<file path="config.mk">
export PLATFORM = sky130hd
export DESIGN_NAME = dma_hold_arbiter
export DESIGN_NICKNAME = d
export VERILOG_FILES = /design/src/rtl/dha_pkg.sv /design/src/rtl/dha_reset_sync.sv /design/src/rtl/dha_port_decode.sv /design/src/rtl/dha_grant_term.sv /design/src/rtl/dha_ack_pipe.sv /design/src/rtl/dma_hold_arbiter.sv
export SDC_FILE = /design/constraint.sdc
export NUM_CORES = 1
export LEC_CHECK = 0
export BUFFER_PORTS_ARGS = -buffer_cell sky130_fd_sc_hd__buf_2
export CORE_AREA = 2 2 39 41
export DETAILED_ROUTE_END_ITERATION = 10
export DIE_AREA = 0 0 41 43
export PLACE_DENSITY_LB_ADDON = 0.2
export SLEW_MARGIN = 10
export SYNTH_ARGS = -nofsm -noshare
export SYNTH_HDL_FRONTEND = slang
export SYNTH_SLANG_ARGS = --single-unit
</file>
<file path="constraint.sdc">
create_clock -name clk -period 0.8 [get_ports clk]
set_input_delay 0.04 -clock clk [delete_from_list [all_inputs] [get_ports clk]]
set_output_delay 0.04 -clock clk [all_outputs]
set_load 0.01 [all_outputs]
</file>
<file path="src/rtl/dha_pkg.sv">
package dha_pkg;
  localparam int STAT_W = 3;

  typedef enum logic [STAT_W-1:0] {
    ST_INTA  = 3'b000,
    ST_IORD  = 3'b001,
    ST_IOWR  = 3'b010,
    ST_HALT  = 3'b011,
    ST_CODE  = 3'b100,
    ST_MEMRD = 3'b101,
    ST_MEMWR = 3'b110,
    ST_IDLE  = 3'b111
  } bus_stat_e;

  function automatic logic stat_is_idle(input logic [STAT_W-1:0] s);
    return bus_stat_e'(s) == ST_IDLE;
  endfunction
endpackage

</file>
<file path="src/rtl/dha_reset_sync.sv">
module dha_reset_sync #(
  parameter int SYNC_STAGES = 2
) (
  input  logic clk,
  input  logic rst_n,
  output logic rst_q_n
);
  localparam int LAST = SYNC_STAGES - 1;

  logic [LAST:0] chain_q;

  always_ff @(posedge clk or negedge rst_n) begin
    if (!rst_n) chain_q <= '0;
    else        chain_q <= {chain_q[LAST-1:0], 1'b1};
  end

  assign rst_q_n = chain_q[LAST];
endmodule

</file>
<file path="src/rtl/dha_port_decode.sv">
module dha_port_decode #(
  parameter int ADDR_W   = 10,
  parameter int DMA_BASE = 0,
  parameter int DMA_SPAN = 32
) (
  input  logic              io_wr_n,
  input  logic [ADDR_W-1:0] io_addr,
  output logic              dma_wr_hit
);
  localparam logic [ADDR_W-1:0] SPAN_MASK = ADDR_W'(DMA_SPAN - 1);
  localparam logic [ADDR_W-1:0] BASE_VEC  = ADDR_W'(DMA_BASE);

  logic in_range;

  always_comb begin
    in_range   = (io_addr & ~SPAN_MASK) == (BASE_VEC & ~SPAN_MASK);
    dma_wr_hit = in_range && !io_wr_n;
  end
endmodule

</file>
<file path="src/rtl/dha_grant_term.sv">
module dha_grant_term
  import dha_pkg::*;
(
  input  logic              dma_hreq,
  input  logic [STAT_W-1:0] cpu_stat_n,
  input  logic              bus_lock_n,
  input  logic              dma_wr_hit,
  output logic              grant_term
);
  logic idle_slot;

  always_comb begin
    idle_slot  = stat_is_idle(cpu_stat_n) && bus_lock_n && dma_hreq;
    grant_term = idle_slot || (dma_wr_hit && dma_hreq);
  end
endmodule

</file>
<file path="src/rtl/dha_ack_pipe.sv">
module dha_ack_pipe #(
  parameter int ACK_STAGES = 3
) (
  input  logic clk,
  input  logic rst_q_n,
  input  logic dma_hreq,
  input  logic grant_term,
  output logic grant_cap,
  output logic hold_ack,
  output logic wait_req
);
  localparam int LAST = ACK_STAGES - 1;

  logic [LAST:0] stage_q, stage_d;
  logic          wait_q, wait_d;
  logic          stage_en;

  assign stage_en = 1'b1;

  always_comb begin
    stage_d[0] = dma_hreq && (grant_term || stage_q[0]);
  end

  for (genvar g = 1; g <= LAST; g++) begin : g_stage
    always_comb stage_d[g] = dma_hreq && stage_q[g-1];

    p_stage_order_r2: assert property (@(posedge clk) disable iff (!rst_q_n)
      stage_q[g] |-> $past(stage_q[g-1]));
  end

  always_comb wait_d = stage_d[0] || stage_q[LAST];

  always_ff @(posedge clk or negedge rst_q_n) begin
    if (!rst_q_n) begin
      stage_q <= '0;
      wait_q  <= 1'b0;
    end else if (stage_en) begin
      stage_q <= stage_d;
      wait_q  <= wait_d;
    end
  end

  assign grant_cap = stage_q[0];
  assign hold_ack  = stage_q[LAST];
  assign wait_req  = wait_q;

  p_drop_on_release_r9: assert property (@(posedge clk) disable iff (!rst_q_n)
    !dma_hreq |=> !hold_ack);

  p_ack_waits_cpu_r8: assert property (@(posedge clk) disable iff (!rst_q_n)
    hold_ack |-> wait_req);

  p_wait_tail_r8: assert property (@(posedge clk) disable iff (!rst_q_n)
    $fell(hold_ack) |-> wait_req);
endmodule

</file>
<file path="src/rtl/dma_hold_arbiter.sv">
module dma_hold_arbiter
  import dha_pkg::*;
#(
  parameter int ADDR_W     = 10,
  parameter int DMA_BASE   = 0,
  parameter int DMA_SPAN   = 32,
  parameter int ACK_STAGES = 3
) (
  input  logic              clk,
  input  logic              rst_n,
  input  logic [2:0]        cpu_stat_n,
  input  logic              bus_lock_n,
  input  logic              dma_hreq,
  input  logic              io_wr_n,
  input  logic [ADDR_W-1:0] io_addr,
  output logic              hold_ack,
  output logic              cpu_ready
);
  logic rst_q_n;
  logic dma_wr_hit;
  logic grant_term;
  logic grant_cap;
  logic wait_req;

  dha_reset_sync #(.SYNC_STAGES(2)) u_rst (
    .clk     (clk),
    .rst_n   (rst_n),
    .rst_q_n (rst_q_n)
  );

  dha_port_decode #(
    .ADDR_W   (ADDR_W),
    .DMA_BASE (DMA_BASE),
    .DMA_SPAN (DMA_SPAN)
  ) u_dec (
    .io_wr_n    (io_wr_n),
    .io_addr    (io_addr),
    .dma_wr_hit (dma_wr_hit)
  );

  dha_grant_term u_term (
    .dma_hreq   (dma_hreq),
    .cpu_stat_n (cpu_stat_n),
    .bus_lock_n (bus_lock_n),
    .dma_wr_hit (dma_wr_hit),
    .grant_term (grant_term)
  );

  dha_ack_pipe #(.ACK_STAGES(ACK_STAGES)) u_pipe (
    .clk        (clk),
    .rst_q_n    (rst_q_n),
    .dma_hreq   (dma_hreq),
    .grant_term (grant_term),
    .grant_cap  (grant_cap),
    .hold_ack   (hold_ack),
    .wait_req   (wait_req)
  );

  assign cpu_ready = !wait_req;

  p_reset_quiet_r1: assert property (@(posedge clk)
    !rst_q_n |-> (!hold_ack && cpu_ready));

  p_busy_stat_blocks_r3: assert property (@(posedge clk) disable iff (!rst_q_n)
    (!grant_cap && !stat_is_idle(cpu_stat_n) && !dma_wr_hit) |=> !grant_cap);

  p_lock_blocks_r4: assert property (@(posedge clk) disable iff (!rst_q_n)
    (!grant_cap && !bus_lock_n && !dma_wr_hit) |=> !grant_cap);

  p_write_forces_r5: assert property (@(posedge clk) disable iff (!rst_q_n)
    (dma_hreq && dma_wr_hit) |=> grant_cap);

  p_no_req_no_grant_r7: assert property (@(posedge clk) disable iff (!rst_q_n)
    !dma_hreq |=> (!grant_cap && !hold_ack));
endmodule

</file>
# Word level (Yosys, flattened, before mapping)
# Index checks and enable logic that the tools add are counted.
# word_totals
ff_bits,6
output_inout_bits,2
# op_classes
n_eq_ne,1
reduce_logical,13
# ops
operator,n
$logic_not A10 Y1,1
$logic_and A1 B1 Y1,7
$eq A3 B3 Y1 const B,1
$logic_or A1 B1 Y1,3
$logic_not A1 Y1,2

# Logic depth before layout (Yosys ltp)
# depth
depth_word,7
ltp_mapped,3
ltp_nobuf,3

# Hierarchy
# A second synthesis with hierarchy kept.
# unflattened
hier_cells,16
hier_area_um2,217.7
# modules_own_cells
module,instances,cells_per_inst,area_per_inst_um2,seq_area_each_um2
dha_ack_pipe,1,8,127.6,100.1
dha_reset_sync,1,3,53.8,50.0
dha_port_decode,1,2,17.5,0.0
dha_grant_term,1,2,15.0,0.0
dma_hold_arbiter,1,1,3.8,0.0

# Worst setup path after synthesis
# No wires, ideal clock.
# synth_timing
path_type,reg2reg
start,register u_pipe.stage_q[2]
end,register u_pipe.wait_q (netlist: u_pipe.wait_req)
setup_ns,0.127
t_arrival_ns,0.977
t_required_ns,0.673
setup_slack_ns,-0.305
path_stages_with_launch,3
path_buffers,0
cell_sequence,dfrtp_1 or2_2 o32a_2
# synth_between
elab_chain_cells,1
# synth_lines
item,line_no,rtl
start: declaration,dha_ack_pipe.sv:14,"logic [LAST:0] stage_q, stage_d;"
start signal: assignment,dha_ack_pipe.sv:38,stage_q <= stage_d;
$logic_or A1 B1 Y1,dha_ack_pipe.sv:31,always_comb wait_d = stage_d[0] || stage_q[LAST];
named net u_pipe.wait_d,dha_ack_pipe.sv:15,"logic wait_q, wait_d;"
end signal: assignment,dha_ack_pipe.sv:39,wait_q <= wait_d;
end: declaration,dha_ack_pipe.sv:15,
# The timed path passes the listed nets, and every way through them passes these cells.

# Worst setup path after layout
# Ends and elaborated chain as after synthesis.

==> run_results.csv <==
group,metric,value,unit
setup_path,crit_path_max_incr_delay,380,ps
setup_path,rr_endpoint,"u_pipe.wait_req$_DFF_PN0_",
logic_synthesis,synth_fa_ha_area_share,0,%
route,antenna_left,0,
setup_path,path_max_fanout,2,
clocking,htree_num_levels,1,
setup_path,cp-startpoint,"u_pipe.stage_q[2]$_DFF_PN0_",
status,violations,"setup timing",
route,first_pass_iters,1,
route,drt-total-wl,468,µm
logic_synthesis,synth_warnings,0,
clocking,cts_buffers,3,
logic_synthesis,synth_compound_area_share,9.50,%
floorplanning,coreArea,0.00138,mm²
finish,final_layout_size_suffix_gt1_share,64.9,%
logic_synthesis,synth_area,224,µm²
place,pre_cts_ws,-274,ps
floorplanning,dieArea,0.00176,mm²
global_routing,grt_pass1_wl,841,µm
floorplanning,die_h,43,µm
clocking,insertion_delay,240,ps
sta,whs,56.0,ps
sta,final.setup.worst_slack,-230,ps
place,gp_congestion,0.605,
setup_path,cpLargestDelayFamily,"flip-flops",
route,vias,195,
setup_path,path_cells,"or2_4 -> o32a_4",
logic_synthesis,synthCells,16,
setup_path,critPathSlowestCell,"dfrtp_1",
finish,nFillCells,143,
sta,min_period,1030,ps
route,vias_per_cell,3.68,
clocking,clk_pin_slew,40,ps
hold_path,hold_class,"flop to async pin",
finish,syn2layout_area_growth,77.1,%
setup_path,rrSetupSlack,-230,ps
sta,finalSetupViolations,4,
clocking,root_buffer,"clkbuf_4",
global_routing,track_usage,7.68,%
floorplanning,fp-row-count,14,
logic_synthesis,synthMuxAreaShare,0,%
finish,stdcell_count,53,
sta,setup_tns,-567,ps
global_routing,grt-ovfl-total,0,
setup_path,path_buf_inv,0,
pwr,p_leak,0.203,nW
logic_synthesis,yosys_register_bits,6,
setup_path,cp-end-kind,"flop",
floorplanning,chipWidth,41,µm
global_routing,antenna_found_initial,0,
logic_synthesis,synth_seq_area_share,67.0,%
setup_path,r2r_start,"u_pipe.stage_q[2]$_DFF_PN0_",
sta,min_period_over_period,129,%
finish,regArea,150,µm²
finish,antennaDiodeCount,0,
logic_synthesis,synthXorXnorAreaFrac,0,%
clocking,cts_tree,"built",
floorplanning,start_util,16.2,%
pwr,p_per_area,1680,mW/mm²
place,dp.cells,48,
sta,final_hold_viol_count,0,
setup_path,r2r_cells,2,
sta,maxSlewViolCount,0,
job,max_cap_violations,0,
route,wire_per_inst,8.83,µm
logic_synthesis,synth_top_family_by_area,"simple AND/OR/NAND/NOR gates",
pwr,peakVddDrop,846,µV
setup_path,path_class,"flop to flop",
sta,rsz0062_at_grt,"yes",
global_routing,first_global_vias,212,
sta,fmax,0.971,GHz
route,drt_iter0_drc,0,
route,drc,0,
setup_path,critPathLaunchType,"flop",
logic_synthesis,post_synth_num_cell_types,10,
status,status,"finished, violations left",
logic_synthesis,synth_nets,34,
floorplanning,ioPinCount,20,
clocking,cts_buffer_depth,2,
global_routing,grt_max_degree,5,
logic_synthesis,synthSimpleGateAreaFrac,20.1,%
setup_path,cp_data_required_time,920,ps
sta,finClkSkew,2.21,ps
clocking,cts_sinks,6,
finish,nets,57,
place,io_buffers,14,
finish,multi_input_area,83.8,µm²
logic_synthesis,syn_avg_cell_area,14.0,µm²
setup_path,cp.arrival,1150,ps
-- per-stage QoR --
stage	util (%)	power, mW	cell area [µm²]
after CTS	27.8	0.682	385
after global placement	24.0	0.382	332
after floorplan	-	0.343	226
final	28.7	0.665	397
after global routing	28.7	0.716	397
after detailed placement	24.0	0.383	332
-- routing by layer --
layer  GRT usage [%]  vias to the layer above  part of all wire (%)
met5               0                        -                     0
li1                -                       97                     -
met4            2.00                        0                     0
met2            10.6                        7                    55
met1            7.87                       91                    37
met3            7.85                        0                   8.1
-- how the worst max path moves through the flow --
stage	end	slack, ps	cells past startpoint
finish	u_pipe.wait_req$_DFF_PN0_	-230	2
global route	u_pipe.wait_req$_DFF_PN0_	-270	2
detailed placement	u_pipe.wait_req$_DFF_PN0_	-270	4
global placement	u_pipe.wait_req$_DFF_PN0_	-260	4
CTS	u_pipe.wait_req$_DFF_PN0_	-240	2
floorplan	u_pipe.wait_req$_DFF_PN0_	-260	2
-- where the power goes --
group	switching, mW	internal (mW)
logic	0.0221	0.0476
registers	0.00642	0.316
clock network	0.104	0.169
-- cell type report --
| cell class | instances | area share [%] |
|---|---|---|
| Sequential cell | 6 | 37.9 |
| Timing Repair Buffer | 18 | 29.3 |
| Multi-Input combinational cell | 9 | 21.1 |
| Clock buffer | 3 | 5.68 |
| Tap cell | 16 | 5.05 |
| Inverter | 1 | 0.946 |
-- layout by cell type, fill, tap and decap left out --
cell type / instances
dfrtp_1: 6
dlygate4sd3_1: 1
and2_1: 2
o32a_4: 1
clkbuf_4: 3
buf_4: 1
and4_1: 1
o31a_2: 1
nor3_2: 1
or2_4: 1
inv_1: 1
buf_6: 3
or4_1: 1
buf_2: 13
conb_1: 1
-- timing repair --
item	CTS	global route
setup buffers	0	1
pin swaps	2	1
endpoints found under the setup margin	4	4
hold endpoints to repair	2	0
hold buffers	1	0
gates resized for setup	3	1
-- logic make-up after synthesis --
logic type,count (synthesis)
AOI/OAI and AO/OA,2
buffers and inverters,1
DFF,6
other,1
and+or+nand+nor,6
-- cells in the mapped netlist --
library cell  n  area share, %
nor3_2        1            4.5
dfrtp_1       6             67
o32a_2        1            5.0
o31a_2        1            4.5
inv_1         1            1.7
or2_2         1            2.8
and2_1        2            5.6
and4_1        1            3.9
or4_1         1            3.4
conb_1        1            1.7
-- sequential cells by signal (all words and copies together) (netlist names) --
signal / flops
u_pipe.wait_req: 1
u_rst.chain_q: 2
u_pipe.stage_q: 3
No activity file was read; power rests on OpenSTA's default activity.
